[src/rtl/sirq_pkg.sv]
package sirq_pkg;
    localparam int NSRC     = 7;
    localparam int SRC_TXE  = 0;
    localparam int SRC_RXR  = 1;
    localparam int SRC_TXF  = 2;
    localparam int SRC_RXS  = 3;
    localparam int SRC_CTS  = 4;
    localparam int SRC_BRK  = 5;
    localparam int SRC_ERR  = 6;
    localparam int NUM_STATUS_SRC = 2;
endpackage

[src/rtl/sirq_flag_bank.sv]
module sirq_flag_bank
    import sirq_pkg::*;
#(
    parameter int N = NSRC
) (
    input  logic         clk,
    input  logic         rst_n,
    input  logic [N-1:0] evt_i,
    input  logic         flag_wr_i,
    input  logic [N-1:0] flag_wdata_i,
    input  logic         dreg_wr_i,
    input  logic         dreg_rd_i,
    output logic [N-1:0] flag_o
);
    typedef struct packed {
        logic [N-1:0] flag;
    } state_t;

    state_t st_d, st_q;
    logic [N-1:0] clr_d;

    always_comb begin
        st_d  = st_q;
        clr_d = '0;
        for (int i = 0; i < N; i++) begin
            if (i == SRC_TXE)
                clr_d[i] = dreg_wr_i;
            else if (i == SRC_RXR)
                clr_d[i] = dreg_rd_i;
            else
                clr_d[i] = flag_wr_i & flag_wdata_i[i];
            st_d.flag[i] = evt_i[i] | (st_q.flag[i] & ~clr_d[i]);
        end
    end

    always_ff @(posedge clk or negedge rst_n) begin
        if (!rst_n) st_q <= '0;
        else        st_q <= st_d;
    end

    assign flag_o = st_q.flag;

    for (genvar g = 0; g < N; g++) begin : g_chk
        assert_evt_sets_R1_R4: assert property (@(posedge clk) disable iff (!rst_n)
            evt_i[g] |=> flag_o[g]);
        if (g >= NUM_STATUS_SRC) begin : g_w1c
            assert_w1c_R2: assert property (@(posedge clk) disable iff (!rst_n)
                (flag_wr_i && flag_wdata_i[g] && !evt_i[g]) |=> !flag_o[g]);
        end
    end

    assert_txe_hold_R3: assert property (@(posedge clk) disable iff (!rst_n)
        (!evt_i[SRC_TXE] && !dreg_wr_i) |=> $stable(flag_o[SRC_TXE]));
    assert_rxr_hold_R3: assert property (@(posedge clk) disable iff (!rst_n)
        (!evt_i[SRC_RXR] && !dreg_rd_i) |=> $stable(flag_o[SRC_RXR]));
endmodule

[src/rtl/sirq_enable_mask.sv]
module sirq_enable_mask
    import sirq_pkg::*;
#(
    parameter int N = NSRC
) (
    input  logic         clk,
    input  logic         rst_n,
    input  logic         set_wr_i,
    input  logic [N-1:0] set_data_i,
    input  logic         clr_wr_i,
    input  logic [N-1:0] clr_data_i,
    output logic [N-1:0] ien_o
);
    typedef struct packed {
        logic [N-1:0] ien;
    } state_t;

    state_t st_d, st_q;

    always_comb begin
        st_d = st_q;
        if (clr_wr_i) st_d.ien = st_d.ien & ~clr_data_i;
        if (set_wr_i) st_d.ien = st_d.ien | set_data_i;
    end

    always_ff @(posedge clk or negedge rst_n) begin
        if (!rst_n) st_q <= '0;
        else        st_q <= st_d;
    end

    assign ien_o = st_q.ien;

    for (genvar g = 0; g < N; g++) begin : g_chk
        assert_set_R5: assert property (@(posedge clk) disable iff (!rst_n)
            (set_wr_i && set_data_i[g]) |=> ien_o[g]);
        assert_clr_R6: assert property (@(posedge clk) disable iff (!rst_n)
            (clr_wr_i && clr_data_i[g] && !(set_wr_i && set_data_i[g])) |=> !ien_o[g]);
        assert_idle_R7: assert property (@(posedge clk) disable iff (!rst_n)
            (!set_wr_i && !clr_wr_i) |=> $stable(ien_o[g]));
    end
endmodule

[src/rtl/sirq_req_out.sv]
module sirq_req_out
    import sirq_pkg::*;
#(
    parameter int N = NSRC
) (
    input  logic         rst_n,
    input  logic [N-1:0] flag_i,
    input  logic [N-1:0] ien_i,
    output logic         irq_o,
    output logic         tx_dma_req_o,
    output logic         rx_dma_req_o
);
    logic [N-1:0] pend;

    always_comb begin
        pend         = flag_i & ien_i;
        irq_o        = |pend;
        tx_dma_req_o = flag_i[SRC_TXE];
        rx_dma_req_o = flag_i[SRC_RXR];
    end

    always_comb begin
        if (rst_n && ien_i == '0)
            assert_no_irq_masked_R8: assert (!irq_o);
        if (rst_n && flag_i == '0)
            assert_no_irq_clear_R8: assert (!irq_o);
    end
endmodule

[src/rtl/sirq_ctrl.sv]
module sirq_ctrl
    import sirq_pkg::*;
#(
    parameter int N = NSRC
) (
    input  logic         clk,
    input  logic         rst_n,
    input  logic [N-1:0] evt_i,
    input  logic         flag_wr_i,
    input  logic [N-1:0] flag_wdata_i,
    input  logic         ien_set_wr_i,
    input  logic [N-1:0] ien_set_data_i,
    input  logic         ien_clr_wr_i,
    input  logic [N-1:0] ien_clr_data_i,
    input  logic         dreg_wr_i,
    input  logic         dreg_rd_i,
    output logic [N-1:0] flag_o,
    output logic [N-1:0] ien_o,
    output logic         irq_o,
    output logic         tx_dma_req_o,
    output logic         rx_dma_req_o
);
    sirq_flag_bank #(.N(N)) u_flags (
        .clk(clk), .rst_n(rst_n), .evt_i(evt_i),
        .flag_wr_i(flag_wr_i), .flag_wdata_i(flag_wdata_i),
        .dreg_wr_i(dreg_wr_i), .dreg_rd_i(dreg_rd_i), .flag_o(flag_o)
    );

    sirq_enable_mask #(.N(N)) u_ien (
        .clk(clk), .rst_n(rst_n),
        .set_wr_i(ien_set_wr_i), .set_data_i(ien_set_data_i),
        .clr_wr_i(ien_clr_wr_i), .clr_data_i(ien_clr_data_i), .ien_o(ien_o)
    );

    sirq_req_out #(.N(N)) u_out (
        .rst_n(rst_n), .flag_i(flag_o), .ien_i(ien_o), .irq_o(irq_o),
        .tx_dma_req_o(tx_dma_req_o), .rx_dma_req_o(rx_dma_req_o)
    );

    assert_tx_dma_retire_R9: assert property (@(posedge clk) disable iff (!rst_n)
        (dreg_wr_i && !evt_i[SRC_TXE]) |=> !tx_dma_req_o);
    assert_rx_dma_retire_R9: assert property (@(posedge clk) disable iff (!rst_n)
        (dreg_rd_i && !evt_i[SRC_RXR]) |=> !rx_dma_req_o);
    assert_tx_dma_raise_R9: assert property (@(posedge clk) disable iff (!rst_n)
        evt_i[SRC_TXE] |=> tx_dma_req_o);
endmodule

[config.mk]
export PLATFORM = sky130hd
export DESIGN_NAME = sirq_ctrl
export DESIGN_NICKNAME = d
export VERILOG_FILES = /design/src/rtl/sirq_pkg.sv /design/src/rtl/sirq_flag_bank.sv /design/src/rtl/sirq_enable_mask.sv /design/src/rtl/sirq_req_out.sv /design/src/rtl/sirq_ctrl.sv
export SDC_FILE = /design/constraint.sdc
export NUM_CORES = 1
export LEC_CHECK = 0
export ABC_AREA = 1
export CORE_ASPECT_RATIO = 1.25
export CORE_MARGIN = 4
export CORE_UTILIZATION = 33
export DETAILED_ROUTE_END_ITERATION = 16
export HOLD_SLACK_MARGIN = 0.15
export PLACE_DENSITY_LB_ADDON = 0.12
export SYNTH_ARGS = -nofsm -noshare
export SYNTH_HDL_FRONTEND = slang
export SYNTH_SLANG_ARGS = --single-unit
[constraint.sdc]
create_clock -name clk -period 2.3 [get_ports clk]
set_input_delay 0.575 -clock clk [delete_from_list [all_inputs] [get_ports clk]]
set_output_delay 0.575 -clock clk [all_outputs]
set_load 0.02 [all_outputs]
Word-level counts from Yosys, hierarchy flattened --
Cells that the tools add are included.
Storage, ports and cells: register bits after elaboration 14, input bits 35, logic and storage cells 35
Operators by class: multiplexer cells 2, bitwise logic cells 30, reduce and logical (&&, ||, !) cells 1
Operators with widths (count):
- bitwise AND 7 bit | 2
- two-way mux 7 bit | 2
- bitwise AND 1 bit | 12
- inverter 1 bit | 7
- inverter 7 bit | 1
- bitwise OR 1 bit | 7
- bitwise OR 7 bit | 1
- OR reduction 7 bit | 1

Longest topological paths before layout --
Gate-level depths: netlist of run 1.
depth in word-level cells 5, gate-level depth with buffers 4, mapped depth without buffers 4

Modules after synthesis --
A second synthesis of run 1 with hierarchy kept.
Unflattened totals: cells, all modules 82, area total of the unflattened synthesis 620.6 µm²
By module, submodules not included:
- sirq_enable_mask | instances 1, cells an instance 35, area an instance 280.3 µm², seq. area each 175.2 µm²
- sirq_flag_bank | instances 1, cells an instance 31, area an instance 272.8 µm², seq. area each 175.2 µm²
- sirq_req_out | instances 1, cells an instance 16, area an instance 67.6 µm², seq. area each 0.0 µm²

Worst setup path after synthesis of run 1 --
OpenSTA, ideal clock, no wires.
path type reg-to-output, start register u_flags.st_q (netlist bit u_flags.flag_o[1]), end output port irq_o, data arrival time 0.805 ns, required time 1.725 ns, slack 0.920 ns, cell stages (with the launch flop) 5, path buffers 0, cells stage by stage dfrtp_1 > nand2_1 > nand2_1 > nor2_1 > nand2_1
Between the ends: cells in the longest elaborated chain, start to end 2
RTL lines:
- start: declaration | RTL line sirq_flag_bank.sv:19 | state_t st_d, st_q;
- start signal: assignment | RTL line sirq_flag_bank.sv:38 | else st_q <= st_d;
- bitwise AND 7 bit | RTL line sirq_req_out.sv:16 | pend = flag_i & ien_i;
- OR reduction 7 bit | RTL line sirq_req_out.sv:17 | irq_o = |pend;
- end: declaration | RTL line sirq_ctrl.sv:19 | output logic irq_o,
Every way passes these cells.

Worst setup path in the final report of run 1 --
start register u_flags.st_q (netlist bit u_flags.flag_o[4]), end output port irq_o
Same word-level chain as after synthesis.

==> out/metrics.yaml, run 1 <==
synth:
  synth_top_cells_by_area: "sky130_fd_sc_hd__dfrtp_1 (58%), sky130_fd_sc_hd__nand2_1 (27%), sky130_fd_sc_hd__a21o_1 (6.2%)"
  synth_top_family_by_area: "simple AND/OR/NAND/NOR gates"
  share_of_the_synthesized_area_in_compound_gates_ao_oa_aoi_oai_pct: 8.73
  synthAdderAreaFrac_pct: 0
  synth.yosys.warnings: 0
  post_synth_xor_area_fraction_pct: 0
  synth_simple_gate_area_share_pct: 28.7
  syn_area_per_cell_um2: 8.36
  muxShareOfSynthArea_pct: 0
  part_of_the_yosys_area_used_for_sequential_elements_pct: 58.2
  netlist.area_leader.share_pct: 58.2
  syn_nets: 107
  synth_cells: 72
  post-synth-top-area-cell: "sky130_fd_sc_hd__dfrtp_1"
  synth_area_um2: 602
  synth_cell_type_count: 7
  synth_seq_cells: 14
routing:
  drt.antenna.violating_nets: 0
  number_of_iterations_in_the_first_detailed_routing_pass: 4
  wl_per_cell_um: 12.7
  detail_route.wirelength_mm: 1.79
  dr.first_iter.drc_count: 4
  drcViolationCount: 0
  vias_per_cell: 4.57
  vias: 645
floorplanning:
  dieHeight_um: 55.7
  rows: 17
  chipWidth_um: 46.2
  floorplan.die_area_um2: 2580
  floorplan.initialDensity_pct: 34.5
  core_area_um2: 1740
  pin_count: 52
worst_hold_path:
  timing.hold.worst.class: "flop to flop"
pwr:
  static-leakage-power_nw: 0.533
  power_per_standard_cell_area_nw_per_um2: 543
  worst_ir_drop_vdd_mv: 0.283
finish:
  synthToLayoutAreaGrowth_pct: 86.7
  layout.cells.most_common: "sky130_fd_sc_hd__clkdlybuf4s50_1"
  insertedDiodeCount: 0
  design_area_um2: 1120
  layout.cells.most_common_list: "sky130_fd_sc_hd__clkdlybuf4s50_1 (49), sky130_fd_sc_hd__nand2_1 (44), sky130_fd_sc_hd__dfrtp_1 (14), sky130_fd_sc_hd__a21o_1 (5)"
  final_nets: 159
  layout-drive-gt1-share_pct: 2.46
worst_setup_path:
  path_class: "flop to output pin"
  cp_common_cell: "sky130_fd_sc_hd__nand2_1"
  cell_with_the_biggest_individual_delay_on_the_critical_path: "sky130_fd_sc_hd__clkdlybuf4s50_1"
  timing.critical_path.slowest_cell_delay_ns: 0.53
  timing.critical_path.to_type: "output pin"
  worst_ep_arrival_time_ns: 1.48
  crit_path_cell_trace: "nand2_1 > nand2_1 > nor2_1 > nand2_1 > clkdlybuf4s50_1"
  required_ns: 1.73
  path_max_fanout: 3
  startpoint_type: "flop"
clock_tree:
  clock_sinks: 14
  cts_buffers: 3
  cts_max_path_buffers: 2
  postCtsResizedCells: 0
  h-tree-depth: 1
  cts_setup_buffers: 0
  clk_pin_slew_ns: 0.08
  clock_tree_from_tritoncts: "done"
  clock_latency_ns: 0.27
  cts_hold_repair.buffers: 0
  clk_root_buffer_cell: "sky130_fd_sc_hd__clkbuf_4"
sta:
  layout_worst_path_cycle_share_pct: 89.5
  min_period_ns: 2.06
  unrepaired_setup_endpoints_after_global_routing: "false"
  max_clock_freq_mhz: 486
  worst-slew-pin-transition_ns: 0.655
  finClkSkew_ns: 0
  slew-limit-headroom_pct: 56.2
  timing_hold_violations_final: 0
  final-setup-viol-count: 0
  setup-tns-final_ns: 0
  slew_violations: 0
global_route:
  global_route.usage.total_pct: 15.4
  wire_length_of_the_first_global_routing_pass_mm: 2.87
  globalRouteOverflowTotal: 0
  number_of_antenna_violations_at_the_first_check_in_global_routing: 0
  grt_start_max_net_pins: 15
  via_count_of_the_first_global_routing_pass: 671
flow_run:
  max_cap_violations: 0
placement:
  buffers_on_ports: 49
  detailed_place_hpwl_mm: 1.42
  gp_congestion: 0.724
  total_cell_area_at_the_placement_stage_um2: 1100
status:
  run_status: "finished, final reports clean"
critical path: cells and delay by family (launching register included):
| kind | cells | cell delay, ns |
|---|---|---|
| DFF | 1 | 0.40 |
| and+or+nand+nor | 4 | 0.27 |
| buffers and inverters | 1 | 0.53 |
sequential cells by signal, summed over array words and instances, names as in the netlist:
signal          cells
u_ien.ien_o         7
u_flags.flag_o      7
final cells by class:
cell class / instances / area [µm²]
Inverter: 3 / 11.3
Tap cell: 19 / 23.8
Clock buffer: 3 / 22.5
Multi-Input combinational cell: 53 / 225
Timing Repair Buffer: 49 / 490
Fill cell: 172 / 621
Sequential cell: 14 / 350
cells in the mapped netlist (all sizes together):
library cell and number:
a21o 5, buf 2, dfrtp 14, inv 3, nand2 44, nor2 2, o21bai 2
cells by family after synthesis:
family                 after synthesis
flip-flops                          14
AO/OA/AOI/OAI                        7
AND/OR/NAND/NOR                     46
buffers and inverters                5
routing by layer:
| layer | global-route usage [%] | share of wire (%) | up-vias |
|---|---|---|---|
| met5 | 0 | 0 | - |
| met4 | 7.32 | 0.89 | 0 |
| met3 | 5.50 | 10 | 2 |
| met2 | 26.0 | 54 | 27 |
| met1 | 16.1 | 34 | 295 |
| li1 | - | - | 321 |
worst paths after layout:
check | start | endpoint | slack (ns) | cells after the start
max in group asynchronous | rst_n | u_ien.ien_o[3] | 1.18 | 1
worst max register to register | u_flags.flag_o[6] | u_flags.flag_o[6] | 1.61 | 1
min in group asynchronous | rst_n | u_ien.ien_o[5] | 0.70 | 1
worst max-delay path | u_flags.flag_o[4] | irq_o | 0.24 | 5
worst min-delay path | u_ien.ien_o[5] | u_ien.ien_o[5] | 0.50 | 2
worst min register to register | u_ien.ien_o[5] | u_ien.ien_o[5] | 0.50 | 2
per-stage QoR:
stage / utilization (%) / worst slack (ns) / total power, W / hold WS, ns / instances
floorplan: - / 0.920 / 0.000360 / 0.279 / 72
global placement: 63.1 / 0.525 / 0.000477 / 0.477 / 138
detailed placement: 63.1 / 0.518 / 0.000481 / 0.487 / 138
CTS: 64.4 / 0.203 / 0.000622 / 0.508 / 141
global route: 64.4 / 0.104 / 0.000651 / 0.530 / 141
finish: 64.4 / 0.241 / 0.000610 / 0.497 / 141
power by group:
part           internal [W]  total [W]  switching, W
combinational      0.000108   0.000188     0.0000797
sequential         0.000268   0.000286     0.0000175
clock             0.0000605   0.000136     0.0000758
Power figures use the tool's default switching activity.
==> run 2: changes to the inputs <==
ABC_CLOCK_PERIOD_IN_PS = 2300   (was default)
==> results of run 2 <==
Final layout, timing and power as in run 1 (identical DEF).
